===== src/rtl/wp_pkg.sv =====
package wp_pkg;
  localparam int unsigned ADDR_W  = 11;
  localparam int unsigned STAT_W  = 8;
  localparam int unsigned SB_WPEN = 7;
  localparam int unsigned SB_BPH  = 3;
  localparam int unsigned SB_BPL  = 2;
  localparam int unsigned SB_WEL  = 1;
  localparam int unsigned SB_RDY  = 0;

  typedef enum logic [1:0] {
    PROT_NONE    = 2'b00,
    PROT_QUARTER = 2'b01,
    PROT_HALF    = 2'b10,
    PROT_ALL     = 2'b11
  } prot_e;
endpackage


===== src/rtl/wp_wel_latch.sv =====
module wp_wel_latch (
  input  logic clk_i,
  input  logic rst_ni,
  input  logic cs_n_i,
  input  logic wren_i,
  input  logic wrdi_i,
  input  logic wr_cmd_i,
  output logic wel_o
);
  logic cs_n_q, wr_seen_q, wel_q;
  logic cs_rise, wr_seen_d, wel_d, wel_en, seen_en;

  always_comb begin
    cs_rise   = cs_n_i & ~cs_n_q;
    seen_en   = cs_rise | wr_cmd_i;
    wr_seen_d = cs_rise ? 1'b0 : 1'b1;
    wel_en    = wren_i | wrdi_i | (cs_rise & wr_seen_q);
    wel_d     = wel_q;
    if (wren_i) wel_d = 1'b1;
    if (wrdi_i) wel_d = 1'b0;
    if (cs_rise && wr_seen_q) wel_d = 1'b0;
  end

  always_ff @(posedge clk_i or negedge rst_ni) begin
    if (!rst_ni) begin
      cs_n_q    <= 1'b1;
      wr_seen_q <= 1'b0;
      wel_q     <= 1'b0;
    end else begin
      cs_n_q <= cs_n_i;
      if (seen_en) wr_seen_q <= wr_seen_d;
      if (wel_en)  wel_q     <= wel_d;
    end
  end

  assign wel_o = wel_q;
endmodule


===== src/rtl/wp_status_reg.sv =====
module wp_status_reg
  import wp_pkg::*;
(
  input  logic              clk_i,
  input  logic              rst_ni,
  input  logic              wr_en_i,
  input  logic [STAT_W-1:0] wr_data_i,
  output logic              wpen_o,
  output logic [1:0]        bp_o
);
  logic       wpen_q, wpen_d;
  logic [1:0] bp_q, bp_d;
  logic       unused_bits;

  always_comb begin
    wpen_d = wr_data_i[SB_WPEN];
    bp_d   = {wr_data_i[SB_BPH], wr_data_i[SB_BPL]};
  end

  assign unused_bits = ^{wr_data_i[6:4], wr_data_i[SB_WEL], wr_data_i[SB_RDY]};

  always_ff @(posedge clk_i or negedge rst_ni) begin
    if (!rst_ni) begin
      wpen_q <= 1'b0;
      bp_q   <= 2'b00;
    end else if (wr_en_i) begin
      wpen_q <= wpen_d;
      bp_q   <= bp_d;
    end
  end

  assign wpen_o = wpen_q;
  assign bp_o   = bp_q;
endmodule


===== src/rtl/wp_block_decode.sv =====
module wp_block_decode
  import wp_pkg::*;
#(
  parameter int unsigned AW = ADDR_W
) (
  input  logic [1:0]    bp_i,
  input  logic [AW-1:0] addr_i,
  output logic          blocked_o
);
  localparam int unsigned TOPW = 2;
  logic [TOPW-1:0] top;
  logic            unused_low;

  assign top        = addr_i[AW-1 -: TOPW];
  assign unused_low = ^addr_i[AW-TOPW-1:0];

  always_comb begin
    unique case (prot_e'(bp_i))
      PROT_NONE:    blocked_o = 1'b0;
      PROT_QUARTER: blocked_o = (top == 2'b11);
      PROT_HALF:    blocked_o = top[TOPW-1];
      default:      blocked_o = 1'b1;
    endcase
  end
endmodule


===== src/rtl/wp_guard.sv =====
module wp_guard
  import wp_pkg::*;
#(
  parameter int unsigned AW = ADDR_W
) (
  input  logic              clk_i,
  input  logic              rst_ni,
  input  logic              cs_n_i,
  input  logic              wp_n_i,
  input  logic              cmd_wren_i,
  input  logic              cmd_wrdi_i,
  input  logic              cmd_wrsr_i,
  input  logic [STAT_W-1:0] wrsr_data_i,
  input  logic              cmd_wrmem_i,
  input  logic [AW-1:0]     addr_i,
  output logic [STAT_W-1:0] status_o,
  output logic              wrsr_ok_o,
  output logic              mem_wr_ok_o
);
  logic       wel, wpen, blocked;
  logic [1:0] bp;

  wp_wel_latch u_wel (
    .clk_i    (clk_i),
    .rst_ni   (rst_ni),
    .cs_n_i   (cs_n_i),
    .wren_i   (cmd_wren_i),
    .wrdi_i   (cmd_wrdi_i),
    .wr_cmd_i (cmd_wrsr_i | cmd_wrmem_i),
    .wel_o    (wel)
  );

  assign wrsr_ok_o = cmd_wrsr_i & wel & wp_n_i;

  wp_status_reg u_stat (
    .clk_i     (clk_i),
    .rst_ni    (rst_ni),
    .wr_en_i   (wrsr_ok_o),
    .wr_data_i (wrsr_data_i),
    .wpen_o    (wpen),
    .bp_o      (bp)
  );

  wp_block_decode #(.AW(AW)) u_dec (
    .bp_i      (bp),
    .addr_i    (addr_i),
    .blocked_o (blocked)
  );

  assign mem_wr_ok_o = cmd_wrmem_i & wel & ~blocked;

  always_comb begin
    status_o          = '0;
    status_o[SB_WPEN] = wpen;
    status_o[SB_BPH]  = bp[1];
    status_o[SB_BPL]  = bp[0];
    status_o[SB_WEL]  = wel;
    status_o[SB_RDY]  = 1'b0;
  end
endmodule


===== config.mk =====
export PLATFORM = sky130hd
export DESIGN_NAME = wp_guard
export DESIGN_NICKNAME = d
export VERILOG_FILES = /design/src/rtl/wp_pkg.sv /design/src/rtl/wp_wel_latch.sv /design/src/rtl/wp_status_reg.sv /design/src/rtl/wp_block_decode.sv /design/src/rtl/wp_guard.sv
export SDC_FILE = /design/constraint.sdc
export NUM_CORES = 1
export LEC_CHECK = 0
export BUFFER_PORTS_ARGS = -buffer_cell sky130_fd_sc_hd__buf_2
export CAP_MARGIN = 20
export CORE_AREA = 2 2 39 41
export CTS_CLUSTER_SIZE = 16
export DETAILED_ROUTE_END_ITERATION = 8
export DIE_AREA = 0 0 41 43
export GPL_TIMING_DRIVEN = 0
export PLACE_DENSITY = 0.55
export RECOVER_POWER = 50
export SLEW_MARGIN = 20
export SYNTH_ARGS = -nofsm -noshare
export SYNTH_HDL_FRONTEND = slang
export SYNTH_SLANG_ARGS = --single-unit

===== constraint.sdc =====
create_clock -name clk_i -period 1.3 [get_ports clk_i]
set_input_delay 0.065 -clock clk_i [delete_from_list [all_inputs] [get_ports clk_i]]
set_output_delay 0.065 -clock clk_i [all_outputs]
set_load 0.02 [all_outputs]

==> flow_metrics.tcl, run 1 <==
set metrics [dict create \
    finalCritPeriodShare_pct 98.4 \
    avgSynthCellArea_um2 11.3 \
    clock_sinks 6 \
    start_kind "flop" \
    hp-class "primary input to flop" \
    grt_overflow 0 \
    drive_gt1_share_pct 51.9 \
    numPortBuffers 18 \
    final_area_um2 478 \
    p_comb_share_pct 28.0 \
    critPathKind "flop to primary output" \
    maxCapViolations 0 \
    multiInputGateArea_um2 111 \
    num_antenna_cells 0 \
    mostFrequentLayoutCell "buf_2" \
    htreeDepth 1 \
    clock_path_buffers 2 \
    p_sw_mw 0.180 \
    cp.required_ns 1.24 \
    numCtsBuffers 3 \
    ys_ff_latch 6 \
    clock.fmax_mhz 782 \
    initial_utilization_pct 21.2 \
    num_rows 14 \
    seqCellArea_um2 151 \
    postCtsSetupBuffers 0 \
    cts_root_buf "clkbuf_4" \
    use_met2_pct 11.3 \
    placed_area_um2 415 \
    cp_max_fo 4 \
    mostFrequentLayoutCells "buf_2, buf_4, dfrtp_1" \
    wire_per_inst_um 8.39 \
    grt_pass1_wl_um 834 \
    ioPinCount 37 \
    arrival_ns 1.21 \
    grt_util_met3_pct 6.28 \
    p_clk_share_pct 31.2 \
    cpMaxStageDelayCell "dfrtp_1" \
    busiest_layer "met2" \
    dieWidth_um 41 \
    synth.yosys.seq_area_share_pct 51.5 \
    grtUsageMet1_pct 6.60 \
    drt_iter0_drc 3 \
    firstDrtPassIters 2 \
    antenna_found_initial 0 \
    skew_ns 0.00911 \
    crit_chain "a21o_1, a221oi_2, buf_4" \
    yosys_warnings 0 \
    detail-route-antenna-nets 0 \
    drc 0 \
    clk_pin_slew_ns 0.05 \
    power_leakage_nw 0.255 \
    ys_types 14 \
    final_util_pct 34.5 \
    die_y_um 43 \
    fill_cells 150 \
    synth_area_um2 294 \
    grt_usage_pct 7.79 \
    nets 82 \
    finalHoldViolations 0 \
    peakVddDrop_uv 652 \
    pwr-share-seq_pct 40.8 \
    setup_viol 0 \
    rsz0062_at_grt "true" \
    swShare_pct 30.2 \
    p_per_area_nw_per_um2 1250 \
    vias_per_cell 3.74 \
    syn2layout_area_growth_pct 62.6 \
    whs_ns 0.0359 \
    wirelength_um 587 \
    synthCells 26 \
    setup.worst_path.end_class "primary output" \
    coreArea_um2 1380 \
    slowest_delay_ns 0.41 \
    place.gp.congestion 0.595 \
    cts_tree "built" \
    outcome "completed" \
    die-area_um2 1760 \
    clk_latency_ns 0.25 \
    finalPower_mw 0.595 \
    p_int_mw 0.416 \
    num_vias 262 \
    fin_crit_ns 1.28 \
    grt_max_degree 7 \
    drv_slew 0 \
    grt_pass1_vias 225 \
]
-- routing by layer --
layer,vias up,wire length (um)
li1,134,-
met1,107,253
met2,21,243
met3,0,90
met4,0,0
met5,-,0
-- sequential cells by signal, summed over array words and instances, names as in the netlist --
register         count
u_wel.cs_n_q         1
u_wel.wel_o          1
u_stat.bp_o          2
u_stat.wpen_o        1
u_wel.wr_seen_q      1
-- worst max-delay path, delay by kind of cell (launching register included) --
kind                   cells  cell delay [ns]
flip-flops                 1             0.41
buffers and inverters      1             0.18
AO/OA/AOI/OAI              2             0.38
-- kinds of logic after synthesis --
| group | synth area share (%) |
|---|---|
| AO/OA/AOI/OAI | 8.09 |
| other | 1.28 |
| flip-flops | 51.5 |
| buffers and inverters | 16.6 |
| AND/OR/NAND/NOR | 11.1 |
| multiplexers | 11.5 |
-- power groups by stage --
stage,sequential (mW),combinational [mW],clock (mW)
after detailed placement,0.243,0.158,0
final,0.243,0.167,0.186
after global placement,0.241,0.156,0
after CTS,0.243,0.169,0.197
after global routing,0.246,0.181,0.218
after floorplan,0.259,0.0829,0
-- cell type report --
type                       count  area share (%)
inverter                       1           0.785
buffer                         6            9.42
clock buffer                   4            5.50
sequential                     6            31.7
timing repair buffer          21            25.1
tap                           16            4.19
multi-input combinational     16            23.3
-- per-stage QoR --
stage / setup TNS (ns) / worst slack, ns / instances
detailed placement: 0 / 0.248 / 63
CTS: 0 / 0.0112 / 70
global placement: 0 / 0.285 / 63
global route: -0.0531 / -0.0531 / 70
finish: 0 / 0.0208 / 70
floorplan: 0 / 0.00845 / 29
-- path summary, 6_finish.rpt --
kind | from | end | slack, ns | depth (start not counted)
setup / recovery | u_stat.bp_o[1] | mem_wr_ok_o | 0.02 | 3
min in group asynchronous | rst_ni | u_wel.wr_seen_q | 0.23 | 2
setup reg to reg | u_wel.wel_o | u_stat.wpen_o | 0.30 | 2
hold reg to reg | u_wel.wr_seen_q | u_wel.wel_o | 0.46 | 1
hold / removal | wrsr_data_i[3] | u_stat.bp_o[1] | 0.04 | 2
max in group asynchronous | rst_ni | u_wel.cs_n_q | 0.77 | 2
-- synth_stat cells, drive strengths merged --
library cell	instances	area (um^2)
conb	1	3.75
a221oi	1	8.76
mux2	3	33.8
nor2	2	7.51
a211oi	1	7.51
a21o	1	7.51
dfrtp	5	125
dfstp	1	26.3
inv	1	3.75
nand3	1	10.0
nor2b	1	6.26
buf	6	45.0
nor3	1	5.00
nand2	1	3.75
-- what timing repair did --
item                                   in CTS  in global routing
setup endpoints to repair                   1                  1
hold buffers                                3                  0
pin swaps                                   0                  0
resized for setup                           2                  0
cloned                                      0                  0
endpoints found under the hold margin       8                  0
Note: power is estimated with default switching activity, not from simulation.
==> run 2, diff against run 1 <==
- GPL_TIMING_DRIVEN: 0 -> not set
==> run 2 against run 1 <==
Net effect: die area stayed put; non-clock buffer count decreased by 6; critical path depth did not move; setup slack improved by 0.0053 ns; via count decreased by 5.3%; first-iteration DRC count down 33%; sequential cell count unchanged; critical path type unchanged; largest cell class is now sequential cells.
==> flow_metrics.tcl, run 2 (synthesis gave the netlist of run 1 again) <==
set metrics [dict create \
    outcome "completed" \
    firstDrtPassIters 2 \
    ioPinCount 37 \
    numCtsBuffers 3 \
    drc 0 \
    start_kind "flop" \
    pwr-share-seq_pct 41.7 \
    r2r_slack_ns 0.31 \
    use_met2_pct 9.06 \
    crit_buf_inv 1 \
    fin_crit_ns 1.27 \
    clock.fmax_mhz 785 \
    crit_chain "a21o_1, a221oi_2, buf_4" \
    final_util_pct 31.3 \
    path_depth 3 \
    rr_worst_depth 2 \
    p_per_area_nw_per_um2 1340 \
    setup_tns_ns 0 \
    setup.worst_path.end_class "primary output" \
    p_comb_share_pct 24.6 \
    num_vias 248 \
    drive_gt1_share_pct 45.8 \
    arrival_ns 1.21 \
    p_clk_share_pct 33.8 \
    die-area_um2 1760 \
    finalCritPeriodShare_pct 98.0 \
    die_y_um 43 \
    num_rows 14 \
    peakVddDrop_uv 762 \
    critPathKind "flop to primary output" \
    clk_pin_slew_ns 0.05 \
    detail-route-antenna-nets 0 \
    hp-class "primary input to flop" \
    rsz0062_at_grt "true" \
    coreArea_um2 1380 \
    antenna_found_initial 0 \
    p_int_mw 0.397 \
    finalHoldViolations 0 \
    htreeDepth 1 \
    setup_ws_ns 0.0261 \
    cts_tree "built" \
    num_antenna_cells 0 \
    largest_register_ffs 2 \
    timing.rr.start "u_wel.wel_o" \
    place.gp.congestion 0.593 \
    mostFrequentLayoutCell "buf_2" \
    cp_max_fo 4 \
    swShare_pct 31.8 \
    p_sw_mw 0.185 \
    wire_per_inst_um 9.05 \
    drt_iter0_drc 2 \
    grt_usage_pct 7.49 \
    grt_overflow 0 \
    numPortBuffers 18 \
    cts_root_buf "clkbuf_4" \
    power_leakage_nw 0.223 \
    pre_cts_ws_ns 0.253 \
    startpoint "u_stat.bp_o[1]" \
    drv_slew 0 \
    syn2layout_area_growth_pct 47.2 \
    critPathTopFamily "flip-flops" \
    r2r_end "u_stat.wpen_o" \
    slowest_delay_ns 0.40 \
    mostFrequentLayoutCells "buf_2, dfrtp_1, conb_1" \
    busiest_layer "met2" \
    vias_per_cell 3.88 \
    skew_ns 0.00594 \
    setup_viol 0 \
    maxCapViolations 0 \
    cpMaxStageDelayCell "dfrtp_1" \
    wirelength_um 579 \
    initial_utilization_pct 21.2 \
    cp.required_ns 1.24 \
    nets 76 \
    grt_pass1_wl_um 779 \
    grtUsageMet1_pct 7.92 \
    clock_sinks 6 \
    clk_latency_ns 0.25 \
    grt_util_met3_pct 6.28 \
    crit_end "mem_wr_ok_o" \
    dieWidth_um 41 \
    grt_max_degree 7 \
    grt_pass1_vias 197 \
    clock_path_buffers 2 \
]
==> run 2: changes by cell type in the layout (fill, tap and decap cells not counted), sizes merged <==
cell,before,now
buf,22,16
==> run 2: worst reg2reg max path, cell delays in order, from the launching register on <==
cell	delay, ns
dfrtp_1	0.41
nand3_2	0.13
mux2_1	0.32
==> run 2: power by group through the flow <==
stage	Sequential, mW	Combinational [mW]	Clock, mW
6_report	0.242	0.143	0.196
3_3_place_gp	0.240	0.133	0
4_1_cts	0.242	0.144	0.204
5_1_grt	0.246	0.157	0.220
3_5_place_dp	0.242	0.134	0
2_1_floorplan	0.259	0.0829	0
==> run 2: metal layers <==
metal / part of all wire, % / vias to the layer above
met5: 0 / -
li1: - / 120
met2: 38 / 23
met4: 2.1 / 0
met1: 42 / 103
met3: 18 / 2
==> run 2: how the worst min path moves through the flow <==
| stage | start | endpoint | cells past startpoint |
|---|---|---|---|
| after CTS | wrsr_data_i[2] | u_stat.bp_o[0] | 2 |
| after floorplan | rst_ni | u_stat.bp_o[0] | 0 |
| after global routing | wrsr_data_i[3] | u_stat.bp_o[1] | 2 |
| final | wrsr_data_i[2] | u_stat.bp_o[0] | 2 |
| after detailed placement | rst_ni | u_stat.wpen_o | 1 |
| after global placement | rst_ni | u_stat.wpen_o | 1 |
==> run 2: final cells by class <==
type / count / area [um^2]
clock buffer: 4 / 26.3
tap: 16 / 20.0
sequential: 6 / 151
timing repair buffer: 21 / 120
inverter: 1 / 3.75
multi-input combinational: 16 / 111
fill: 150 / 951
==> run 2: through the flow <==
| step | total power [mW] | cells | hold WS (ns) | cell area [um^2] |
|---|---|---|---|---|
| 2_1_floorplan | 0.342 | 29 | -0.231 | 305 |
| 3_3_place_gp | 0.373 | 57 | -0.106 | 370 |
| 3_5_place_dp | 0.376 | 57 | -0.104 | 370 |
| 4_1_cts | 0.590 | 64 | 0.0209 | 433 |
| 5_1_grt | 0.622 | 64 | 0.0110 | 433 |
| 6_report | 0.581 | 64 | 0.0251 | 433 |
==> run 2: timing repair <==
item / in CTS / in global routing
hold endpoints to repair: 8 / 0
hold buffers: 3 / 0
setup buffers: 0 / 0
resized for setup: 1 / 1
setup endpoints to repair: 1 / 1
==> run 3, diff against run 2 <==
- CELL_PAD_IN_SITES_DETAIL_PLACEMENT: not set -> 1
- CELL_PAD_IN_SITES_GLOBAL_PLACEMENT: not set -> 1
- CORE_AREA: 2 2 39 41 -> not set
- CORE_MARGIN: not set -> 2
- CORE_UTILIZATION: not set -> 19
- DIE_AREA: 0 0 41 43 -> not set
- PLACE_DENSITY: 0.55 -> 0.7
==> run 3 against run 2 <==
Net effect: sequential share of layout area is 0.50 points lower; hold slack better by 0.0031 ns; core utilization is 1.4 points lower; die area grew 6.5%; clock power fell by 6%; largest power group unchanged.
==> flow_metrics.tcl, run 3 (synthesis gave the netlist of run 1 again) <==
set metrics [dict create \
    outcome "completed" \
    place.gp.congestion 0.593 \
    clk_pin_slew_ns 0.05 \
    firstDrtPassIters 1 \
    clock_sinks 6 \
    place_inst 57 \
    numPortBuffers 18 \
    clock_path_buffers 2 \
    grt_max_degree 7 \
    nets 77 \
    syn2layout_area_growth_pct 49.4 \
    grt_pass1_wl_um 814 \
    wire_per_inst_um 9.66 \
    htreeDepth 1 \
    setup.worst_path.end_class "primary output" \
    rsz0062_at_grt "true" \
    p_sw_mw 0.178 \
    power_leakage_nw 0.225 \
    p_clk_share_pct 31.8 \
    grt_overflow 0 \
    drc 0 \
    final_util_pct 29.8 \
    pwr-share-seq_pct 41.4 \
    setup_viol 0 \
    largest_register_ffs 2 \
    initial_utilization_pct 20.0 \
    mostFrequentLayoutCells "buf_2, dfrtp_1, conb_1, clkbuf_1" \
    mostFrequentLayoutCell "buf_2" \
    rr_worst_depth 2 \
    die_y_um 43.3 \
    p_int_mw 0.403 \
    num_antenna_cells 0 \
    holdPathStages 2 \
    cts_tree "built" \
    r2r_slack_ns 0.30 \
    stdcell_count 65 \
    swShare_pct 30.6 \
    antenna_found_initial 0 \
    p_comb_share_pct 26.8 \
    drive_gt1_share_pct 44.9 \
    drt_iter0_drc 0 \
    cts_root_buf "clkbuf_4" \
    clk_latency_ns 0.24 \
    hp-class "primary input to flop" \
    fin_crit_ns 1.26 \
    ioPinCount 37 \
    p_per_area_nw_per_um2 1320 \
    peakVddDrop_uv 716 \
    start_kind "flop" \
    grt_usage_pct 5.97 \
    num_vias 250 \
    detail-route-antenna-nets 0 \
    pre_cts_ws_ns 0.270 \
    fill_cells 181 \
    cp.required_ns 1.24 \
    maxCapViolations 0 \
    numCtsBuffers 3 \
    dieWidth_um 43.3 \
    die-area_um2 1880 \
    finalHoldViolations 0 \
    setup_ws_ns 0.0385 \
    drv_slew 0 \
    critPathKind "flop to primary output" \
    coreArea_um2 1470 \
    cp_max_fo 3 \
    wirelength_um 628 \
    finalPower_mw 0.581 \
    num_rows 14 \
    clock.fmax_mhz 793 \
    finalCritPeriodShare_pct 97.0 \
    grt_pass1_vias 216 \
    skew_ns 0.00838 \
    whs_ns 0.0282 \
    vias_per_cell 3.85 \
    arrival_ns 1.20 \
]
## run 3: cell types whose count changed in the layout (fill, tap and decap cells not counted), sizes merged
cell	change
clkbuf	+1
## run 3: what timing repair did
action / in CTS / in global routing
pin swaps: 0 / 0
buffers inserted: 1 / 0
hold buffers: 3 / 0
endpoints found under the hold margin: 8 / 0
setup endpoints to repair: 1 / 1
gates resized for setup: 0 / 2
## run 3: area by class of cell
cell class | count | area (um^2) | share of cell area, %
multi-input cells | 16 | 111 | 25.4
inverters | 1 | 3.75 | 0.855
well taps | 16 | 20.0 | 4.56
flip-flops and latches | 6 | 151 | 34.5
clock buffers | 4 | 26.3 | 5.98
repair buffers | 22 | 126 | 28.8
## run 3: metrics by stage
stage                     instance area, um^2  setup TNS [ns]
after floorplan                           305               0
after global placement                    370               0
after detailed placement                  370               0
after CTS                                 434               0
after global routing                      439         -0.0478
final                                     439               0
## run 3: path summary, 6_finish.rpt
path	from	end
max	u_stat.bp_o[1]	mem_wr_ok_o
min	wrsr_data_i[2]	u_stat.bp_o[0]
max reg2reg	u_wel.wel_o	u_stat.wpen_o
min reg2reg	u_wel.wr_seen_q	u_wel.wel_o
max in group asynchronous	rst_ni	u_wel.cs_n_q
min in group asynchronous	rst_ni	u_stat.bp_o[0]
## run 3: worst max-delay path, cell delays in order (launching register included)
cell	delay, ns
dfrtp_1	0.40
a21o_1	0.17
a221oi_2	0.21
buf_4	0.18
## run 3: per-layer routing
metal | global-route usage, % | vias to the layer above | routed length (um)
met5 | 0 | - | 0
li1 | - | 123 | -
met2 | 8.36 | 15 | 301
met4 | 0 | 0 | 0
met1 | 7.35 | 112 | 247
met3 | 5.42 | 0 | 79
## run 3: power by group through the flow
stage          logic, mW  clock network [mW]  registers [mW]
4_1_cts            0.158               0.199           0.238
2_1_floorplan     0.0829                   0           0.259
3_3_place_gp       0.133                   0           0.241
6_report           0.156               0.185           0.241
5_1_grt            0.170               0.208           0.244
3_5_place_dp       0.137                   0           0.242
